<file path="config.mk">
export PLATFORM = sky130hd
export DESIGN_NAME = pd_request_filter
export DESIGN_NICKNAME = d
export VERILOG_FILES = /design/src/rtl/pd_filter_pkg.sv /design/src/rtl/pd_src_idle.sv /design/src/rtl/pd_filter_timer.sv /design/src/rtl/pd_pstate_ctl.sv /design/src/rtl/pd_request_filter.sv
export SDC_FILE = /design/constraint.sdc
export NUM_CORES = 1
export LEC_CHECK = 0
export CAP_MARGIN = 10
export CORE_MARGIN = 3
export CORE_UTILIZATION = 53
export DETAILED_ROUTE_END_ITERATION = 10
export PLACE_DENSITY_LB_ADDON = 0.08
export SLEW_MARGIN = 0
export SYNTH_ARGS = -nofsm -noshare
export SYNTH_HDL_FRONTEND = slang
export SYNTH_SLANG_ARGS = --single-unit
</file>
<file path="constraint.sdc">
create_clock -name clk -period 4.9 [get_ports clk]
set_input_delay 0.49 -clock clk [delete_from_list [all_inputs] [get_ports clk]]
set_output_delay 0.49 -clock clk [all_outputs]
set_load 0.005 [all_outputs]
</file>
<file path="src/rtl/pd_filter_pkg.sv">
package pd_filter_pkg;

  typedef enum logic [1:0] {
    PS_D0 = 2'b00,
    PS_D1 = 2'b01,
    PS_D2 = 2'b10,
    PS_D3 = 2'b11
  } pwr_state_e;

  // number of qualifying ticks in the window chosen by a code
  function automatic int unsigned window_ticks(input int unsigned code,
                                               input int unsigned base_exp);
    return 32'd1 << (code + base_exp);
  endfunction

  // low-power states are the ones with the upper bit set
  function automatic logic is_low_power(input pwr_state_e st);
    return st[1];
  endfunction

  // codes that software may write; D1 is not supported
  function automatic logic state_legal(input logic [1:0] code);
    return code != PS_D1;
  endfunction

endpackage

</file>
<file path="src/rtl/pd_src_idle.sv">
module pd_src_idle #(
  parameter int NUM_CH  = 2,
  parameter int NUM_PIN = 2
) (
  input  logic [NUM_CH-1:0]  ch_irq_pend,
  input  logic [NUM_CH-1:0]  ch_tx_idle,
  input  logic [NUM_CH-1:0]  ch_rx_idle,
  input  logic [NUM_PIN-1:0] pin_level,
  input  logic [NUM_PIN-1:0] pin_assign,
  input  logic [NUM_PIN-1:0] pin_irq_pol,
  output logic               all_idle
);

  logic [NUM_CH-1:0]  ch_quiet;
  logic [NUM_PIN-1:0] pin_quiet;

  for (genvar c = 0; c < NUM_CH; c++) begin : g_ch
    assign ch_quiet[c] = ~ch_irq_pend[c] & ch_tx_idle[c] & ch_rx_idle[c];
  end

  for (genvar p = 0; p < NUM_PIN; p++) begin : g_pin
    // a pin not owned by this function never blocks the request
    assign pin_quiet[p] = ~pin_assign[p] | (pin_level[p] ^ pin_irq_pol[p]);
  end

  assign all_idle = (&ch_quiet) & (&pin_quiet);

endmodule

</file>
<file path="src/rtl/pd_filter_timer.sv">
module pd_filter_timer
  import pd_filter_pkg::*;
#(
  parameter int CODE_W   = 3,
  parameter int BASE_EXP = 4,
  parameter int CNT_W    = BASE_EXP + (1 << CODE_W)
) (
  input  logic              clk,
  input  logic              rst_n,
  input  logic              all_idle,
  input  logic              tick,
  input  logic [CODE_W-1:0] code,
  input  logic              stat_clr,
  output logic [CNT_W-1:0]  cnt,
  output logic              expire,
  output logic              pd_status
);

  logic [CNT_W:0] limit;
  logic [CNT_W:0] cnt_inc;
  logic           restart;

  assign limit   = (CNT_W+1)'(window_ticks(int'(code), BASE_EXP));
  assign cnt_inc = {1'b0, cnt} + (CNT_W+1)'(1);
  assign restart = ~all_idle | stat_clr;
  assign expire  = ~restart & ~pd_status & tick & (cnt_inc >= limit);

  always_ff @(posedge clk or negedge rst_n) begin
    if (!rst_n) begin
      cnt <= '0;
    end else if (restart || pd_status || expire) begin
      cnt <= '0;
    end else if (tick) begin
      cnt <= cnt_inc[CNT_W-1:0];
    end
  end

  always_ff @(posedge clk or negedge rst_n) begin
    if (!rst_n) begin
      pd_status <= 1'b0;
    end else if (restart) begin
      pd_status <= 1'b0;
    end else if (expire) begin
      pd_status <= 1'b1;
    end
  end

endmodule

</file>
<file path="src/rtl/pd_pstate_ctl.sv">
module pd_pstate_ctl
  import pd_filter_pkg::*;
(
  input  logic       clk,
  input  logic       rst_n,
  input  logic       wr,
  input  logic [1:0] wdata,
  input  logic       all_idle,
  input  logic       pme_en,
  output logic [1:0] pstate,
  output logic       low_power,
  output logic       uart_clk_en,
  output logic       bar_en,
  output logic       pme
);

  pwr_state_e state_q;
  logic       wake_hit;

  always_ff @(posedge clk or negedge rst_n) begin
    if (!rst_n) begin
      state_q <= PS_D0;
    end else if (wr && state_legal(wdata)) begin
      state_q <= pwr_state_e'(wdata);
    end
  end

  assign pstate      = state_q;
  assign low_power   = is_low_power(state_q);
  assign uart_clk_en = ~low_power;
  assign bar_en      = ~low_power;
  assign wake_hit    = low_power & ~all_idle;

  always_ff @(posedge clk or negedge rst_n) begin
    if (!rst_n) begin
      pme <= 1'b0;
    end else begin
      pme <= pme_en & low_power & (pme | wake_hit);
    end
  end

endmodule

</file>
<file path="src/rtl/pd_request_filter.sv">
module pd_request_filter
  import pd_filter_pkg::*;
#(
  parameter int NUM_CH   = 2,
  parameter int NUM_PIN  = 2,
  parameter int CODE_W   = 3,
  parameter int BASE_EXP = 4
) (
  input  logic               clk,
  input  logic               rst_n,
  input  logic               tick,
  input  logic [NUM_CH-1:0]  ch_irq_pend,
  input  logic [NUM_CH-1:0]  ch_tx_idle,
  input  logic [NUM_CH-1:0]  ch_rx_idle,
  input  logic [NUM_PIN-1:0] pin_level,
  input  logic [NUM_PIN-1:0] pin_assign,
  input  logic [NUM_PIN-1:0] pin_irq_pol,
  input  logic [CODE_W-1:0]  filt_code,
  input  logic               pd_irq_en,
  input  logic               norm_irq,
  input  logic               pme_en,
  input  logic               pd_stat_clr,
  input  logic               pstate_wr,
  input  logic [1:0]         pstate_wdata,
  output logic               pd_status,
  output logic               func_irq,
  output logic [1:0]         pstate,
  output logic               uart_clk_en,
  output logic               bar_en,
  output logic               pme
);

  localparam int CNT_W = BASE_EXP + (1 << CODE_W);

  logic             all_idle;
  logic             tmr_expire;
  logic [CNT_W-1:0] tmr_cnt;
  logic             low_power;

  pd_src_idle #(
    .NUM_CH (NUM_CH),
    .NUM_PIN(NUM_PIN)
  ) u_idle (
    .ch_irq_pend(ch_irq_pend),
    .ch_tx_idle (ch_tx_idle),
    .ch_rx_idle (ch_rx_idle),
    .pin_level  (pin_level),
    .pin_assign (pin_assign),
    .pin_irq_pol(pin_irq_pol),
    .all_idle   (all_idle)
  );

  pd_filter_timer #(
    .CODE_W  (CODE_W),
    .BASE_EXP(BASE_EXP),
    .CNT_W   (CNT_W)
  ) u_timer (
    .clk      (clk),
    .rst_n    (rst_n),
    .all_idle (all_idle),
    .tick     (tick),
    .code     (filt_code),
    .stat_clr (pd_stat_clr),
    .cnt      (tmr_cnt),
    .expire   (tmr_expire),
    .pd_status(pd_status)
  );

  pd_pstate_ctl u_pstate (
    .clk        (clk),
    .rst_n      (rst_n),
    .wr         (pstate_wr),
    .wdata      (pstate_wdata),
    .all_idle   (all_idle),
    .pme_en     (pme_en),
    .pstate     (pstate),
    .low_power  (low_power),
    .uart_clk_en(uart_clk_en),
    .bar_en     (bar_en),
    .pme        (pme)
  );

  assign func_irq = ~low_power & ((pd_status & pd_irq_en) | norm_irq);

endmodule

</file>
==> results of run 1 <==
-- cell families after synthesis --
| kind of cell | synth area share, % |
|---|---|
| AOI/OAI and AO/OA | 22.2 |
| xor gates and xnor gates | 3.36 |
| adders and majority gates | 11.5 |
| buffers and inverters | 4.22 |
| DFF | 30.7 |
| other | 0.287 |
| and+or+nand+nor | 27.7 |
-- synth_stat cells --
master	n	share of area, %
a211oi_1	2	1.2
a21o_1	3	1.7
a21oi_1	7	2.7
a32o_1	4	3.1
and3_1	2	0.96
buf_2	2	0.77
buf_4	2	1.2
buf_6	1	0.86
clkbuf_1	1	0.29
conb_1	1	0.29
dfrtp_1	16	31
ha_1	12	12
inv_1	4	1.2
nand2_1	25	7.2
nand2b_1	4	1.9
nand3_1	6	2.3
nand3b_1	3	1.7
nand4_1	2	0.96
nand4b_1	1	0.67
nor2_1	5	1.4
nor2b_1	1	0.48
nor3_1	3	1.2
o211a_1	1	0.77
o211ai_1	1	0.58
o21ai_0	6	2.3
o21ai_2	1	0.67
o221ai_2	6	6.9
o2bb2ai_2	1	1.2
o31ai_1	1	0.58
o41ai_1	1	0.67
or2_2	2	0.96
or3_1	4	1.9
or3_2	2	1.2
or3_4	1	0.86
or3b_2	1	0.67
or4_1	1	0.58
or4b_1	1	0.77
or4b_4	1	1.1
or4bb_2	1	0.96
xnor2_1	4	2.7
xor2_1	1	0.67
-- layout make-up --
cell class                      instances  area share [%]
Clock buffer                            4            2.18
Tap cell                               28            2.11
Timing Repair Buffer                   32            19.1
Multi-Input combinational cell        120            51.6
Inverter                                4           0.904
Sequential cell                        16            24.1
-- power by group --
group	leakage, nW	internal, mW	total (mW)	switching (mW)
combinational	0.466	0.0335	0.0539	0.0204
sequential	0.218	0.135	0.137	0.00219
clock	0.0210	0.0453	0.0878	0.0426
-- registers in the layout, summed over array words and instances (netlist names) --
name / count
u_timer.pd_status: 1
u_pstate.pstate: 2
u_pstate.pme: 1
u_timer.cnt: 12
-- stage by stage --
| stage | power [mW] | hold slack (ps) | setup WS, ps | utilization (%) |
|---|---|---|---|---|
| after floorplan | 0.158 | 194 | 1760 | - |
| after global placement | 0.191 | 489 | 1620 | 71.1 |
| after detailed placement | 0.194 | 503 | 1490 | 71.1 |
| after CTS | 0.281 | 518 | 1470 | 72.7 |
| after global routing | 0.295 | 558 | 1200 | 73.0 |
| final | 0.278 | 514 | 1460 | 73.0 |
-- cells in the final DEF (no fill, tap or decap), types with 3 or more instances in the layout --
cell	n
a32o_1	4
nor3_1	3
nand3_1	6
clkdlybuf4s50_1	31
inv_1	4
dfrtp_1	16
ha_1	12
xnor2_1	4
nand2b_1	4
nand3b_1	3
a21o_1	3
nor2_1	5
conb_1	3
or3_1	4
nand2_1	25
o21ai_0	6
a21oi_1	7
o221ai_2	6
clkbuf_4	4
-- worst paths after layout --
path / start / slack (ps) / depth (start not counted) / to
hold reg to reg: u_timer.cnt[0]$_DFFE_PN0P_ / 510 / 1 / u_timer.cnt[0]$_DFFE_PN0P_
max in group asynchronous: rst_n / 3810 / 1 / u_timer.cnt[3]$_DFFE_PN0P_
setup / recovery: u_timer.cnt[2]$_DFFE_PN0P_ / 1460 / 10 / u_timer.cnt[3]$_DFFE_PN0P_
hold / removal: u_timer.cnt[0]$_DFFE_PN0P_ / 510 / 1 / u_timer.cnt[0]$_DFFE_PN0P_
min in group asynchronous: rst_n / 620 / 1 / u_pstate.pstate[1]$_DFFE_PN0P_
setup reg to reg: u_timer.cnt[2]$_DFFE_PN0P_ / 1460 / 10 / u_timer.cnt[3]$_DFFE_PN0P_
-- critical path, stage by stage (launching register included) --
cell,delay (ps)
dfrtp_1,460
nand3_1,250
or4_1,580
or3_1,400
nand2_1,90
ha_1,230
nand2_1,60
o21ai_0,120
or3_4,370
or4b_4,600
o221ai_2,190
-- per-layer routing --
layer	part of all wire, %	routed length, um	vias to the layer above
met3	4.2	135	4
met5	0	0	-
met1	41	1310	564
met4	1.2	38	0
met2	53	1700	34
li1	-	-	597
==> results_dict.tcl, run 1 <==
set metrics [dict create \
    cp-start-kind "flop" \
    via_count 1199 \
    period_share_pct 70.3 \
    slew_violations 0 \
    io_buffer_count 31 \
    clock_skew_ps 8.14 \
    top_usage_layer "met2" \
    cts_tree "done" \
    critical_path_required_ps 5110 \
    postRouteAntennaNets 0 \
    netlist_instances 144 \
    viasPerCell 5.88 \
    hold_path_class "reg -> reg" \
    clock-root-buffer "clkbuf_4" \
    wl_per_cell_um 15.6 \
    grt_usage_pct 22.4 \
    die_area_sq_um 3090 \
    antenna_found_initial 0 \
    syn_to_final_growth_pct 27.3 \
    insertion_delay_ps 290 \
    drt_iter0_markers 46 \
    timing.final.crit_period_ps 3440 \
    cts_buffers 3 \
    grt_pass1_vias 1279 \
    hold_viol 0 \
    grt_pass1_wl_um 5630 \
    core_sq_um 2280 \
    fillers 181 \
    critPathKind "reg -> reg" \
    seq_area_frac_synth_pct 30.7 \
    finalNetCount 214 \
    crit_fanout 8 \
    powerDensity_nw_per_um2 168 \
    drt-total-wl_um 3190 \
    grt_setup_unrepaired "false" \
    arrival_ps 3650 \
    clock_sinks 16 \
    die_w_um 55.6 \
    io_pins 32 \
    start_util_pct 57.3 \
    synth_cell_types 41 \
    drc 0 \
    dr.pass1.iters 4 \
    grt_overflow 0 \
    drive_gt1_share_pct 11.9 \
    diodes 0 \
    dp_cells 199 \
    cts_setup_buffers 0 \
    finalInstanceArea_sq_um 1660 \
    worst_slew_pin_slew_ps 732 \
    setup_viol 0 \
    ys_seq_elements 16 \
    relSlewSlack_pct 51.1 \
    dpl_cell_area_sq_um 1620 \
    setup_tns_ps 0 \
    peakVddDrop_uv 177 \
    drv_cap 0 \
    dpl.hpwl_um 2550 \
    die_y_um 55.6 \
    grt_max_degree 17 \
    gp_congestion 0.853 \
    grt_util_met1_pct 26.8 \
    cts-resized-gates 0 \
    stdcell_count 204 \
    met2_usage_pct 39.0 \
    regArea_sq_um 400 \
    clk_pin_slew_worst_paths_ps 90 \
    fmax_mhz 290 \
    multi_input_area_sq_um 857 \
    num_rows 17 \
    synth_area_sq_um 1310 \
    use_met3_pct 4.87 \
    cellLeakagePower_nw 0.705 \
    htreeDepth 1 \
    status "completed" \
    critPathCaptureType "flop" \
    clock_path_buffers 2 \
    syn_avg_cell_area_sq_um 9.06 \
    ctsHoldBuffers 0 \
    ys.warnings.count 0 \
]
(Power assumes the default switching activity.)
==> inputs of run 2 (changes only) <==
--- a/config.mk
+++ b/config.mk
@@ -7,7 +7,7 @@
 export LEC_CHECK = 0
 export CAP_MARGIN = 10
 export CORE_MARGIN = 3
-export CORE_UTILIZATION = 53
+export CORE_UTILIZATION = 44
 export DETAILED_ROUTE_END_ITERATION = 10
 export PLACE_DENSITY_LB_ADDON = 0.08
 export SLEW_MARGIN = 0
==> constraint.sdc (replaced) <==
create_clock -name clk -period 2.77 [get_ports clk]
set_input_delay 0.277 -clock clk [delete_from_list [all_inputs] [get_ports clk]]
set_output_delay 0.277 -clock clk [all_outputs]
set_load 0.005 [all_outputs]
==> results_dict.tcl, run 2 (synthesis results as in run 1) <==
set metrics [dict create \
    via_count 1276 \
    start_util_pct 46.9 \
    drt_iter0_markers 35 \
    postRouteAntennaNets 0 \
    status "finished, violations left" \
    clock_path_buffers 2 \
    cts_tree "done" \
    hold_viol 0 \
    core_sq_um 2780 \
    htreeDepth 1 \
    grt_pass1_wl_um 5990 \
    fmax_mhz 324 \
    hold_path_class "in -> async" \
    final_util_pct 72.3 \
    ctsHoldBuffers 0 \
    cts_buffers 3 \
    critPathKind "reg -> reg" \
    insertion_delay_ps 290 \
    critical_path_required_ps 2980 \
    timing.final.crit_period_ps 3090 \
    path_buf_inv 0 \
    dr.pass1.iters 4 \
    die_w_um 60.5 \
    grt_pass1_vias 1315 \
    die_y_um 60.5 \
    cellLeakagePower_nw 0.903 \
    clock_sinks 16 \
    io_buffer_count 31 \
    setup_viol 12 \
    drive_gt1_share_pct 33.7 \
    drc 0 \
    dpl.hpwl_um 2770 \
    peakVddDrop_uv 322 \
    final_cell_mix "buf_4 (33), clkdlybuf4s50_1 (31), nand2_1 (22), dfrtp_1 (16), ha_1 (11)" \
    io_pins 32 \
    worst_slew_pin_slew_ps 727 \
    pre_cts_ws_ps -406 \
    cp-start-kind "flop" \
    cp_slowest_cell "or4b_4" \
    critPathCaptureType "flop" \
    power_uw 502 \
    setup_ws_ps -316 \
    largest_reg_flops 12 \
    grt_max_degree 17 \
    slew_violations 0 \
    critPathMaxStageDelay_ps 600 \
    num_rows 19 \
    final_common_cell "buf_4" \
    violations "setup timing" \
    grt_usage_pct 21.7 \
    viasPerCell 5.34 \
    die_area_sq_um 3660 \
    clock_skew_ps 7.38 \
    period_share_pct 111 \
    drt-total-wl_um 3510 \
    diodes 0 \
    drv_cap 0 \
    finalNetCount 246 \
    setup_tns_ps -2210 \
    crit_fanout 8 \
    stdcell_count 239 \
    arrival_ps 3300 \
    grt_overflow 0 \
    clock-root-buffer "clkbuf_4" \
    clk_pin_slew_worst_paths_ps 100 \
    syn_to_final_growth_pct 54.2 \
    path_cells "and3_4 -> nand2_4 -> or4_4 -> or3_4 -> nand2_4 -> ha_4 -> nand2_2 -> o21ai_2 -> or3_4 -> or4b_4 -> o221ai_2" \
    gp_congestion 0.833 \
    critPathTopFamily "simple AND/OR/NAND/NOR gates" \
    relSlewSlack_pct 51.4 \
    top_register "u_timer.cnt" \
    wl_per_cell_um 14.7 \
    dp_cells 231 \
    grt_setup_unrepaired "true" \
    antenna_found_initial 0 \
    powerDensity_nw_per_um2 250 \
]
run 2: power breakdown:
group	switching [mW]	internal [mW]	total [mW]
logic	0.0392	0.0658	0.105
registers	0.00371	0.238	0.242
clock network	0.0753	0.0801	0.155
total	0.118	0.384	0.502
run 2: final cells by class:
class                           count  area [sq um]
Multi-Input combinational cell    120           963
Clock buffer                        4          36.3
Sequential cell                    16           400
Fill cell                         218           769
Inverter                            4          15.0
Tap cell                           31          38.8
Timing Repair Buffer               64           558
run 2: worst paths after layout:
check / start / end / slack (ps) / depth (start not counted)
max in group asynchronous: rst_n / u_timer.cnt[6]$_DFFE_PN0P_ / 1900 / 1
setup / recovery: u_timer.cnt[3]$_DFFE_PN0P_ / u_timer.cnt[9]$_DFFE_PN0P_ / -320 / 11
hold reg to reg: u_pstate.pstate[0]$_DFFE_PN0P_ / u_pstate.pstate[0]$_DFFE_PN0P_ / 520 / 2
min in group clk: u_pstate.pstate[0]$_DFFE_PN0P_ / u_pstate.pstate[0]$_DFFE_PN0P_ / 520 / 2
hold / removal: rst_n / u_pstate.pstate[1]$_DFFE_PN0P_ / 410 / 1
setup reg to reg: u_timer.cnt[3]$_DFFE_PN0P_ / u_timer.cnt[9]$_DFFE_PN0P_ / -320 / 11
run 2: layer usage:
| metal | track usage, % | wire length (um) |
|---|---|---|
| met1 | 25.3 | 1500 |
| met2 | 42.1 | 1930 |
| met3 | 4.47 | 82 |
| met4 | 2.17 | 0 |
| met5 | 0 | 0 |
run 2: what timing repair did:
item	4_1_cts	5_1_grt
gates resized for setup	12	4
buffers inserted	3	1
gates cloned	0	0
pin swaps	10	3
endpoints found under the setup margin	13	13
run 2: per-stage QoR:
| stage | instance area [sq um] | hold WS (ps) |
|---|---|---|
| after detailed placement | 1870 | 500 |
| after floorplan | 1340 | -18.6 |
| after global placement | 1870 | 484 |
| final | 2010 | 409 |
| after global routing | 2010 | 444 |
| after CTS | 1990 | 437 |
